==> src/rtl/evseq_pkg.sv <==
package evseq_pkg;

    localparam int CODE_W = 8;
    localparam int OFS_W  = 16;
    localparam int DATA_W = 8;
    localparam int WORD_W = CODE_W + DATA_W;

    localparam logic [CODE_W-1:0] CODE_NULL = 8'h00;
    localparam logic [CODE_W-1:0] CODE_STOP = 8'h7F;

    typedef struct packed {
        logic [OFS_W-1:0]  ofs;
        logic [CODE_W-1:0] code;
    } ent_t;

    typedef enum logic {ST_IDLE, ST_PLAY} st_t;

    function automatic logic is_stop(input logic [CODE_W-1:0] c);
        return c == CODE_STOP;
    endfunction

    function automatic logic [WORD_W-1:0] pack_word(input logic [CODE_W-1:0] c,
                                                    input logic [DATA_W-1:0] d);
        return {c, d};
    endfunction

endpackage

==> src/rtl/evseq_table.sv <==
module evseq_table
    import evseq_pkg::*;
#(
    parameter int DEPTH = 16,
    parameter int AW    = $clog2(DEPTH)
) (
    input  logic          clk,
    input  logic          we,
    input  logic [AW-1:0] waddr,
    input  ent_t          wdata,
    input  logic [AW-1:0] raddr,
    output ent_t          rdata
);

    ent_t mem [DEPTH];

    for (genvar g = 0; g < DEPTH; g++) begin : g_ent
        always_ff @(posedge clk) begin
            if (we && waddr == AW'(g)) begin
                mem[g] <= wdata;
            end
        end
    end

    assign rdata = mem[raddr];

endmodule

==> src/rtl/evseq_player.sv <==
module evseq_player
    import evseq_pkg::*;
#(
    parameter int DEPTH = 16,
    parameter int AW    = $clog2(DEPTH)
) (
    input  logic              clk,
    input  logic              rst,
    input  logic              fid_i,
    input  logic [DATA_W-1:0] data_i,
    input  ent_t              rd_ent,
    output logic [AW-1:0]     rd_addr,
    output logic [WORD_W-1:0] link_word,
    output logic              busy
);

    localparam logic [AW-1:0]    LAST  = AW'(DEPTH - 1);
    localparam logic [OFS_W-1:0] T_MAX = '1;

    st_t              st;
    logic [AW-1:0]    ptr;
    logic [OFS_W-1:0] tcnt;
    logic             due;

    assign due     = rd_ent.ofs <= tcnt;
    assign rd_addr = ptr;
    assign busy    = st == ST_PLAY;

    always_ff @(posedge clk) begin
        if (rst) begin
            st        <= ST_IDLE;
            ptr       <= '0;
            tcnt      <= '0;
            link_word <= '0;
        end else begin
            link_word <= pack_word(CODE_NULL, data_i);
            unique case (st)
                ST_IDLE: begin
                    if (fid_i) begin
                        st   <= ST_PLAY;
                        ptr  <= '0;
                        tcnt <= '0;
                    end
                end
                ST_PLAY: begin
                    if (is_stop(rd_ent.code)) begin
                        st <= ST_IDLE;
                    end else if (due) begin
                        link_word <= pack_word(rd_ent.code, data_i);
                        if (ptr == LAST) begin
                            st <= ST_IDLE;
                        end else begin
                            ptr <= ptr + 1'b1;
                        end
                    end
                    if (tcnt != T_MAX) begin
                        tcnt <= tcnt + 1'b1;
                    end
                end
                default: st <= ST_IDLE;
            endcase
        end
    end

endmodule

==> src/rtl/evseq_guard.sv <==
module evseq_guard #(
    parameter int OVR_W = 8
) (
    input  logic             clk,
    input  logic             rst,
    input  logic             busy,
    input  logic             fid_i,
    input  logic             wr_en,
    output logic             ram_we,
    output logic             wr_err,
    output logic [OVR_W-1:0] ovr_cnt
);

    localparam logic [OVR_W-1:0] OVR_MAX = '1;

    assign ram_we = wr_en && !busy;

    always_ff @(posedge clk) begin
        if (rst) begin
            wr_err  <= 1'b0;
            ovr_cnt <= '0;
        end else begin
            wr_err <= wr_en && busy;
            if (fid_i && busy && ovr_cnt != OVR_MAX) begin
                ovr_cnt <= ovr_cnt + 1'b1;
            end
        end
    end

endmodule

==> src/rtl/evseq_gen.sv <==
module evseq_gen
    import evseq_pkg::*;
#(
    parameter int DEPTH = 16,
    parameter int OVR_W = 8,
    localparam int AW   = $clog2(DEPTH)
) (
    input  logic              clk,
    input  logic              rst,
    input  logic              fid_i,
    input  logic [DATA_W-1:0] data_i,
    input  logic              wr_en,
    input  logic [AW-1:0]     wr_addr,
    input  logic [CODE_W-1:0] wr_code,
    input  logic [OFS_W-1:0]  wr_ofs,
    output logic [WORD_W-1:0] link_word,
    output logic              busy,
    output logic              wr_err,
    output logic [OVR_W-1:0]  ovr_cnt
);

    ent_t          wr_ent;
    ent_t          rd_ent;
    logic [AW-1:0] rd_addr;
    logic          ram_we;

    assign wr_ent = '{ofs: wr_ofs, code: wr_code};

    evseq_guard #(.OVR_W(OVR_W)) u_guard (
        .clk     (clk),
        .rst     (rst),
        .busy    (busy),
        .fid_i   (fid_i),
        .wr_en   (wr_en),
        .ram_we  (ram_we),
        .wr_err  (wr_err),
        .ovr_cnt (ovr_cnt)
    );

    evseq_table #(.DEPTH(DEPTH), .AW(AW)) u_table (
        .clk   (clk),
        .we    (ram_we),
        .waddr (wr_addr),
        .wdata (wr_ent),
        .raddr (rd_addr),
        .rdata (rd_ent)
    );

    evseq_player #(.DEPTH(DEPTH), .AW(AW)) u_player (
        .clk       (clk),
        .rst       (rst),
        .fid_i     (fid_i),
        .data_i    (data_i),
        .rd_ent    (rd_ent),
        .rd_addr   (rd_addr),
        .link_word (link_word),
        .busy      (busy)
    );

endmodule

==> config.mk <==
export PLATFORM = sky130hd
export DESIGN_NAME = evseq_gen
export DESIGN_NICKNAME = d
export VERILOG_FILES = /design/src/rtl/evseq_pkg.sv /design/src/rtl/evseq_table.sv /design/src/rtl/evseq_player.sv /design/src/rtl/evseq_guard.sv /design/src/rtl/evseq_gen.sv
export SDC_FILE = /design/constraint.sdc
export NUM_CORES = 1
export LEC_CHECK = 0
export ABC_AREA = 0
export BUFFER_PORTS_ARGS = -buffer_cell sky130_fd_sc_hd__buf_4
export CORE_UTILIZATION = 32
export CTS_CLUSTER_SIZE = 16
export DETAILED_ROUTE_END_ITERATION = 10
export HOLD_SLACK_MARGIN = 0.08
export PLACE_DENSITY = 0.44
export SLEW_MARGIN = 20
export SYNTH_ARGS = -nofsm -noshare
export SYNTH_HDL_FRONTEND = slang
export SYNTH_HIERARCHICAL = 1
export SYNTH_SLANG_ARGS = --single-unit
==> constraint.sdc <==
create_clock -name clk -period 4.4 [get_ports clk]
set_input_delay 0.88 -clock clk [delete_from_list [all_inputs] [get_ports clk]]
set_output_delay 0.88 -clock clk [all_outputs]
set_load 0.01 [all_outputs]
==> flow_summary.ini, run 1 <==
[global_route]
grt_overflow = 0
antenna_found_initial = 0
grt_util_all_layers_pct = 15.9
grt_pass1_vias = 9014
grt_pass1_wl_mm = 61.1
grt_start_max_net_pins = 33

[synthesis]
synth_top_flop_cell = edfxtp_1
synth_common_cells = 384 x edfxtp_1, 96 x mux4_2, 48 x a22oi_1
synth_area_um2 = 16800
avgSynthCellArea_um2 = 19.2
ys_seq_area_share_pct = 74.3
ys_ff_latch = 430
async_reset_ff_share_pct = 0
synth-edff-count = 384
synth.area.top_cells = edfxtp_1 69%, mux4_2 13%, dfxtp_1 5.5%, a22oi_1 2.1%, ha_1 1.4%
synthesis.nets = 931
synth_top_area_share_pct = 68.8
yosysTopAreaCell = edfxtp_1
yosys_warnings = 6
yosysMostFrequentCell = edfxtp_1
syn_inst = 872
ys_types = 49

[pwr]
seq_power_share_pct = 52.5
ir_drop_mv = 0.255
cellPowerDensity_nw_per_um2 = 431
power.share.switching_pct = 20.8
p_clk_share_pct = 44.1
p_leak_nw = 6.30
p_int_mw = 6.80
p_comb_share_pct = 3.3
power_mw = 8.58
switching_power_mw = 1.78

[layout]
fillers = 4776
fin_area_um2 = 19900
area_growth_pct = 18.7
nets = 1051
drive_gt1_share_pct = 29.7
layoutNonFillerInstCount = 1712
antennaDiodeCount = 0

[sta]
hold_viol_final = 0
rsz0062_at_grt = false
fin_crit_sh_pct = 93.8
tns_ns = 0
max_freq_mhz = 242
maxSlewHeadroom_pct = 39.7
worst_pin_slew_ns = 0.903
period_needed_ns = 4.13
hold_slack_ns = 0.489
finClkSkew_ns = 0.0132
drv_slew = 0
finalSetupViolCount = 0

[drt]
postRouteAntennaNets = 0
via_per_inst = 4.93
wl_per_cell_um = 24.0
routed_wl_mm = 41.1
dr_total_vias = 8440
drtIter0Drc = 532
drc = 0
first_pass_iters = 5

[floorplanning]
die_x_um = 231
die_h_um = 231
fp-row-count = 83
start_util_pct = 32.5
dieArea_um2 = 53300
core-area_um2 = 51500
pin_count = 66

[clocking]
postCtsHoldBufs = 0
post_cts_buffers = 0
cts_tree = yes
cts.root.buffer_cell = clkbuf_16
cts_inserted_buffers = 48
clockBufferDepth = 3
clk_pin_slew_ns = 0.06
cts_resized = 0
htreeDepth = 2
clock_latency_ns = 0.58
cts_sinks = 430

[critical_path]
cp-start-kind = flip-flop
end_kind = flip-flop
reg2regPathDepth = 13
critPathArrivalTime_ns = 4.58
critPathKind = flip-flop to flip-flop
path_max_fanout = 22
cp.required_ns = 4.86
rrSetupSlack_ns = 0.27

[worst_hold_path]
hold_depth = 2
worst_hold_path_type = flip-flop to flip-flop

[outcome]
status = finished clean

[placement]
dp.cells = 1622
gp_congestion = 0.715
placed_area_um2 = 18400
io_buffers = 65
dp_hpwl_mm = 23.7

[flow_run]
maxCapViolations = 0
==> power by group through the flow <==
| stage | clock (mW) | combinational (mW) | sequential (mW) |
|---|---|---|---|
| floorplan | 0 | 0.142 | 4.59 |
| global placement | 0 | 0.294 | 4.59 |
| detailed placement | 0 | 0.296 | 4.59 |
| CTS | 3.90 | 0.296 | 4.51 |
| global route | 4.05 | 0.317 | 4.51 |
| finish | 3.78 | 0.287 | 4.51 |
==> state kept, by name, summed over array words and instances (netlist names) <==
signal and flops:
u_guard/ovr_cnt 8, u_guard/wr_err 1, u_player/busy 1, u_player/link_word 16, u_player/rd_addr 4, u_player/tcnt 16, u_table/mem 384
==> cell families (layout without fill, tap and decap cells) <==
logic type	after synthesis	in the layout	synth area share, %
DFF	430	430	74.3
and+or+nand+nor	161	161	4.99
muxes	102	102	13.3
AOI/OAI and AO/OA	88	88	3.69
buffers and inverters	60	220	1.72
adders and majority gates	19	19	1.42
xor gates and xnor gates	12	12	0.627
==> metal layers <==
layer / GRT usage, % / wire length [um]
met4: 4.93 / 789
met3: 2.59 / 1690
met5: 0 / 0
met1: 21.7 / 18700
met2: 26.1 / 19900
==> worst max-delay path, stage by stage (launching register included) <==
cell     delay, ns
dfxtp_4       0.48
buf_12        0.23
buf_4         0.33
buf_4         0.20
mux4_2        0.30
a22oi_1       0.15
nand2_1       0.11
ha_1          0.32
nand4_1       0.13
nor4_1        0.45
nand4_1       0.23
and2_4        0.20
or4b_1        0.51
a221o_1       0.36
==> per-stage QoR <==
| step | utilization (%) | setup WS (ns) |
|---|---|---|
| floorplan | - | 0.451 |
| CTS | 38.6 | 0.154 |
| global route | 38.6 | 0.0478 |
| finish | 38.6 | 0.274 |
| global placement | 35.7 | 0.159 |
| detailed placement | 35.7 | 0.166 |
==> final timing paths <==
check / to / from
max: u_player/rd_addr[2]$_SDFFE_PP0P_ / u_player/rd_addr[1]$_SDFFE_PP0P_
min reg2reg: u_player/tcnt[10]$_SDFFE_PP0P_ / u_player/tcnt[10]$_SDFFE_PP0P_
max reg2reg: u_player/rd_addr[2]$_SDFFE_PP0P_ / u_player/rd_addr[1]$_SDFFE_PP0P_
min: u_player/tcnt[10]$_SDFFE_PP0P_ / u_player/tcnt[10]$_SDFFE_PP0P_
==> cell usage in the layout, fill, tap and decap left out, types with 6 or more instances in the layout <==
master | netlist | routed
a21oi_1 | 13 | 13
a22oi_1 | 48 | 48
and2_1 | 11 | 11
and3_1 | 6 | 6
buf_4 | 1 | 103
clkbuf_1 | 20 | 12
clkbuf_16 | 0 | 49
clkinv_1 | 0 | 7
clkinv_2 | 0 | 12
dfxtp_1 | 46 | 44
edfxtp_1 | 384 | 384
ha_1 | 19 | 19
inv_1 | 22 | 22
mux4_2 | 96 | 96
nand2_1 | 38 | 38
nand3_1 | 10 | 10
nand4_1 | 7 | 7
nor2_1 | 36 | 23
nor2_4 | 0 | 12
nor2b_1 | 13 | 11
nor3_1 | 12 | 8
o21ai_0 | 7 | 7
xnor2_1 | 12 | 12
==> layout make-up <==
class	count	area, um^2	share of cell area, %
repair buffers	108	873	4.39
well taps	680	851	4.28
clock inverters	24	149	0.748
inverters	22	82.6	0.415
flip-flops and latches	430	12500	62.6
multi-input cells	382	4140	20.8
clock buffers	66	1340	6.74
Power figures use the tool's default switching activity.
==> run 2, diff against run 1 <==
--- a/config.mk
+++ b/config.mk
@@ -5,7 +5,7 @@
 export SDC_FILE = /design/constraint.sdc
 export NUM_CORES = 1
 export LEC_CHECK = 0
-export ABC_AREA = 0
+export ABC_AREA = 1
 export BUFFER_PORTS_ARGS = -buffer_cell sky130_fd_sc_hd__buf_4
 export CORE_UTILIZATION = 32
 export CTS_CLUSTER_SIZE = 16
==> run 2 against run 1 <==
Design area grew 10%; die area grew 13%; sequential cell count is the same; routed wire length grew 27%; non-clock buffer count shrank 5; register-to-register slack gained 0.54 ns; sequential power is essentially flat; via count grew 53%; clock power grew 4%; first-iteration DRC count grew 94%; critical path type unchanged; critical endpoint is now u_player/link_word[9]$_SDFF_PP0_; largest cell class unchanged.
==> flow_summary.ini, run 2 <==
[pwr]
p_clk_share_pct = 44.1
switching_power_mw = 1.98
power_mw = 8.93
p_comb_share_pct = 5.3
p_leak_nw = 9.24
cellPowerDensity_nw_per_um2 = 407
seq_power_share_pct = 50.7
p_int_mw = 6.95
power.share.switching_pct = 22.1
ir_drop_mv = 0.272

[critical_path]
reg2regPathDepth = 14
cp-endpoint = u_player/link_word[9]$_SDFF_PP0_
path_max_fanout = 92
rr_endpoint = u_player/link_word[9]$_SDFF_PP0_
cp_cell_sequence = inv_6 > buf_12 > nand2_1 > nand3_1 > nand3_1 > nand3_1 > nand2_1 > ha_1 > nand2_1 > nor3_1 > nand3_1 > nand2_1 > nand2_1 > nor2_1
cp-startpoint = u_player/rd_addr[0]$_SDFFE_PP0P_
cp.required_ns = 4.90
critPathArrivalTime_ns = 4.09
cp_common_cell = nand2_1
critPathKind = flip-flop to flip-flop
end_kind = flip-flop
cp-start-kind = flip-flop
crit_path_top_delay_cell = dfxtp_4
rrSetupSlack_ns = 0.82
slowest_delay_ns = 0.49
rr_startpoint = u_player/rd_addr[0]$_SDFFE_PP0P_

[sta]
finalSetupViolCount = 0
worst_slack_ns = 0.817
hold_viol_final = 0
maxSlewHeadroom_pct = 29.7
hold_slack_ns = 0.487
tns_ns = 0
period_needed_ns = 3.58
finClkSkew_ns = 0.0181
drv_slew = 0
fin_crit_sh_pct = 81.4
rsz0062_at_grt = false
max_freq_mhz = 279
worst_pin_slew_ns = 1.05

[layout]
layoutNonFillerInstCount = 2797
post-route-util_pct = 37.8
area_growth_pct = 15.7
final_cell_mix = 581 x nand2_1, 384 x edfxtp_1, 346 x inv_1
reg_top3 = u_table/mem (384), u_player/link_word (16), u_player/tcnt (16)
drive_gt1_share_pct = 10.2
nets = 2059
largest_register_ffs = 384
final_common_cell = nand2_1
fin_area_um2 = 22000
top_register = u_table/mem
antennaDiodeCount = 0
fillers = 5795
seqCellArea_um2 = 12500
multiInputGateArea_um2 = 4900

[clocking]
cts.root.buffer_cell = clkbuf_16
clockBufferDepth = 3
cts_inserted_buffers = 49
clk_pin_slew_ns = 0.06
cts_sinks = 430
cts_tree = yes
htreeDepth = 2
cts_resized = 0
post_cts_buffers = 0
clock_latency_ns = 0.58
postCtsHoldBufs = 0

[floorplanning]
pin_count = 66
start_util_pct = 32.6
fp-row-count = 88
die_h_um = 246
dieArea_um2 = 60300
die_x_um = 246
core-area_um2 = 58100

[synthesis]
synth-edff-count = 384
avgSynthCellArea_um2 = 9.84
synth_top_area_share_pct = 60.8
ys_seq_area_share_pct = 65.6
yosysMostFrequentCell = nand2_1
synth_area_um2 = 19000
yosysTopAreaCell = edfxtp_1
async_reset_ff_share_pct = 0
ys_types = 33
syn_inst = 1928
ys_ff_latch = 430
yosys_warnings = 6
synth.area.top_cells = edfxtp_1 61%, nand2_1 11%, nand3_1 8.3%, inv_1 6.9%, dfxtp_1 4.9%
synth_common_cells = 581 x nand2_1, 384 x edfxtp_1, 347 x inv_1
synth_top_flop_cell = edfxtp_1
synthesis.nets = 1987

[global_route]
grt_overflow = 0
grt_pass1_wl_mm = 78.9
grt_pass1_vias = 12400
grt_start_max_net_pins = 101
antenna_found_initial = 0
grt_util_all_layers_pct = 17.6

[placement]
pre_cts_ws_ns = 0.872
dp.cells = 2714
placed_area_um2 = 20400
dp_hpwl_mm = 28.5
gp_congestion = 0.794
io_buffers = 65

[drt]
dr_total_vias = 12900
drtIter0Drc = 1033
postRouteAntennaNets = 0
wl_per_cell_um = 18.6
via_per_inst = 4.61
first_pass_iters = 5
routed_wl_mm = 52.1
drc = 0

[outcome]
status = finished clean

[worst_hold_path]
worst_hold_path_type = flip-flop to flip-flop

[flow_run]
maxCapViolations = 0
-- run 2: kinds of logic after synthesis --
kind of cell	count (synthesis)	synth area share, %
and+or+nand+nor	999	22.6
buffers and inverters	434	9.20
DFF	430	65.6
AOI/OAI and AO/OA	45	1.29
adders and majority gates	19	1.25
xor gates and xnor gates	1	0.0462
-- run 2: critical path, delay by kind of cell (launching register included) --
kind | cells | cell delay (ns)
flip-flops | 1 | 0.49
buffers and inverters | 2 | 0.84
AND/OR/NAND/NOR | 11 | 1.72
adder cells (fa/ha/maj) | 1 | 0.29
-- run 2: layout make-up --
type | instances | share of cell area, %
clock buffer | 67 | 6.04
clock inverter | 16 | 0.821
inverter | 352 | 6.05
multi-input combinational | 1064 | 22.3
sequential | 430 | 56.8
tap | 765 | 4.36
timing repair buffer | 103 | 3.64
-- run 2: power groups by stage --
stage          combinational, mW  sequential, mW  clock (mW)
2_1_floorplan              0.282            4.60           0
3_3_place_gp               0.478            4.61           0
3_5_place_dp               0.480            4.61           0
4_1_cts                    0.481            4.52        4.06
5_1_grt                    0.535            4.52        4.21
6_report                   0.472            4.52        3.93
-- run 2: worst min path at each step --
stage,from,end,slack (ns),cells after the start
final,u_player/tcnt[15]$_SDFFE_PP0P_,u_player/tcnt[15]$_SDFFE_PP0P_,0.49,2
after global routing,data_i[2],u_player/link_word[2]$_SDFF_PP0_,0.49,3
after CTS,data_i[6],u_player/link_word[6]$_SDFF_PP0_,0.47,3
after detailed placement,u_player/tcnt[15]$_SDFFE_PP0P_,u_player/tcnt[15]$_SDFFE_PP0P_,0.48,2
after global placement,u_player/tcnt[15]$_SDFFE_PP0P_,u_player/tcnt[15]$_SDFFE_PP0P_,0.47,2
after floorplan,u_player/tcnt[14]$_SDFFE_PP0P_,u_player/tcnt[14]$_SDFFE_PP0P_,0.45,2
-- run 2: metal layers --
| layer | vias to the layer above | global-route usage (%) | part of all wire [%] |
|---|---|---|---|
| li1 | 6357 | - | - |
| met1 | 6169 | 24.7 | 47 |
| met2 | 281 | 28.4 | 46 |
| met3 | 76 | 2.58 | 4.8 |
| met4 | 0 | 4.57 | 2.2 |
| met5 | - | 0 | 0 |
==> run 3, diff against run 2 <==
--- a/config.mk
+++ b/config.mk
@@ -11,7 +11,7 @@
 export CTS_CLUSTER_SIZE = 16
 export DETAILED_ROUTE_END_ITERATION = 10
 export HOLD_SLACK_MARGIN = 0.08
-export PLACE_DENSITY = 0.44
+export PLACE_DENSITY = 0.45
 export SLEW_MARGIN = 20
 export SYNTH_ARGS = -nofsm -noshare
 export SYNTH_HDL_FRONTEND = slang
==> constraint.sdc (replaced) <==
create_clock -name clk -period 3.05 [get_ports clk]
set_input_delay 0.61 -clock clk [delete_from_list [all_inputs] [get_ports clk]]
set_output_delay 0.61 -clock clk [all_outputs]
set_load 0.01 [all_outputs]
==> run 3 against run 2 <==
Die area did not move; highest routed layer is now met5; sequential power rose by 44%; final cell count rose by 0.39%; sequential cell count stayed put; routed wire length barely moved; worst setup slack worse by 0.59 ns; first-iteration DRC count decreased by 25%; clock power is 41% higher; register-to-register slack got worse by 0.59 ns; hold slack got worse by 0.25 ns.
==> flow_summary.ini, run 3 (same netlist as run 2, synthesis figures left out) <==
[pwr]
ir_drop_mv = 0.409
p_clk_share_pct = 43.4
p_leak_nw = 9.34
p_int_mw = 9.91
cellPowerDensity_nw_per_um2 = 575
power.share.switching_pct = 22.5
seq_power_share_pct = 50.8
p_comb_share_pct = 5.8
switching_power_mw = 2.88

[floorplanning]
pin_count = 66
fp-row-count = 88
start_util_pct = 32.6
die_h_um = 246
dieArea_um2 = 60300
die_x_um = 246
core-area_um2 = 58100

[placement]
dp_hpwl_mm = 28.8
pre_cts_ws_ns = 0.156
io_buffers = 65
gp_congestion = 0.799

[critical_path]
cp-start-kind = flip-flop
end_kind = flip-flop
critPathArrivalTime_ns = 3.28
rrSetupSlack_ns = 0.23
path_max_fanout = 29
critPathKind = flip-flop to flip-flop
cp-startpoint = u_player/rd_addr[0]$_SDFFE_PP0P_
cp.required_ns = 3.51
rr_startpoint = u_player/rd_addr[0]$_SDFFE_PP0P_
cp-endpoint = u_player/link_word[10]$_SDFF_PP0_
reg2regPathDepth = 17
rr_endpoint = u_player/link_word[10]$_SDFF_PP0_

[sta]
fin_crit_sh_pct = 92.5
hold_viol_final = 0
drv_slew = 0
worst_slack_ns = 0.228
finalSetupViolCount = 0
maxSlewHeadroom_pct = 62.0
worst_pin_slew_ns = 0.569
tns_ns = 0
finClkSkew_ns = 0.0173
rsz0062_at_grt = false
period_needed_ns = 2.82
max_freq_mhz = 354

[outcome]
status = finished clean

[layout]
top_register = u_table/mem
drive_gt1_share_pct = 10.8
seqCellArea_um2 = 12500
nets = 2064
area_growth_pct = 17.1
final_common_cell = nand2_1
reg_top3 = u_table/mem (384), u_player/link_word (16), u_player/tcnt (16)
fillers = 5785
multiInputGateArea_um2 = 4900
largest_register_ffs = 384
final_cell_mix = 581 x nand2_1, 384 x edfxtp_1, 346 x inv_1

[global_route]
antenna_found_initial = 3
grt_util_all_layers_pct = 17.4
grt_pass1_vias = 12400
grt_start_max_net_pins = 100
grt_overflow = 0
grt_pass1_wl_mm = 78.1

[drt]
drtIter0Drc = 773
via_per_inst = 4.66
first_pass_iters = 7
wl_per_cell_um = 18.6
dr_total_vias = 13100
postRouteAntennaNets = 0
drc = 0
routed_wl_mm = 52.1

[clocking]
cts_inserted_buffers = 48
clock_latency_ns = 0.59
cts_sinks = 430
cts.root.buffer_cell = clkbuf_16
cts_tree = yes
postCtsHoldBufs = 0
clk_pin_slew_ns = 0.06
htreeDepth = 2
clockBufferDepth = 3

[worst_hold_path]
hold_depth = 3
worst_hold_path_type = primary input to flip-flop

[flow_run]
maxCapViolations = 0
-- run 3: cell types whose count changed in the layout (fill, tap and decap cells not counted), sizes merged --
cell      previous run  this run
bufinv               4         3
clkinvlp             0         2
clkbuf              67        60
inv                351       353
diode                0         2
clkinv              13        20
buf                103       109
-- run 3: what timing repair did --
action	4_1_cts	5_1_grt
hold endpoints to repair	0	0
endpoints found under the setup margin	0	12
resized for setup	0	3
buffers inserted	0	0
-- run 3: per-layer routing --
layer,vias to the layer above,GRT usage [%],share of wire (%)
met5,-,0,0.025
li1,6378,-,-
met4,2,4.42,1.9
met1,6306,24.3,47
met3,69,2.86,5.0
met2,319,28.0,46
-- run 3: worst min path at each step --
stage	endpoint	startpoint	slack, ns
3_3_place_gp	u_player/tcnt[15]$_SDFFE_PP0P_	u_player/tcnt[15]$_SDFFE_PP0P_	0.47
6_report	u_player/link_word[1]$_SDFF_PP0_	data_i[1]	0.24
2_1_floorplan	u_player/tcnt[14]$_SDFFE_PP0P_	u_player/tcnt[14]$_SDFFE_PP0P_	0.45
3_5_place_dp	u_player/tcnt[15]$_SDFFE_PP0P_	u_player/tcnt[15]$_SDFFE_PP0P_	0.48
4_1_cts	u_player/link_word[4]$_SDFF_PP0_	data_i[4]	0.20
5_1_grt	u_guard/wr_err$_SDFF_PP0_	wr_en	0.22
-- run 3: layout make-up --
cell class                 count  share of cell area, %
sequential                   430                   56.0
timing repair buffer         109                   4.94
clock inverter                26                  0.912
clock buffer                  60                   5.75
antenna                        2                 0.0225
multi-input combinational   1064                   22.0
tap                          765                   4.31
inverter                     352                   5.98
-- run 3: per-stage QoR --
stage	total power [mW]	util, %	cells	hold slack [ns]	instance area [um^2]
after detailed placement	7.37	35.7	2720	0.479	20700
after floorplan	7.04	-	1928	0.453	19000
after global placement	7.37	35.7	2720	0.467	20700
after CTS	13.0	38.2	2806	0.203	22200
after global routing	13.2	38.2	2806	0.223	22200
final	12.8	38.2	2808	0.242	22200
-- run 3: power groups by stage --
stage	registers (mW)	logic [mW]	clock network, mW
2_1_floorplan	6.63	0.407	0
3_3_place_gp	6.63	0.741	0
3_5_place_dp	6.63	0.745	0
4_1_cts	6.50	0.749	5.73
5_1_grt	6.51	0.828	5.90
6_report	6.50	0.739	5.55
-- run 3: worst max-delay path: stages, from the launching register on --
cell     delay [ns]
dfxtp_4        0.38
inv_8          0.17
buf_12         0.21
nand2_1        0.08
nand3_1        0.07
nand3_1        0.08
nand3_1        0.13
nand2_1        0.13
ha_1           0.30
nand2_1        0.06
nor2_1         0.23
nand2_1        0.08
nand2_1        0.10
nand2_1        0.06
nand2_1        0.06
nand2_1        0.12
nand2_1        0.30
nor2_1         0.10
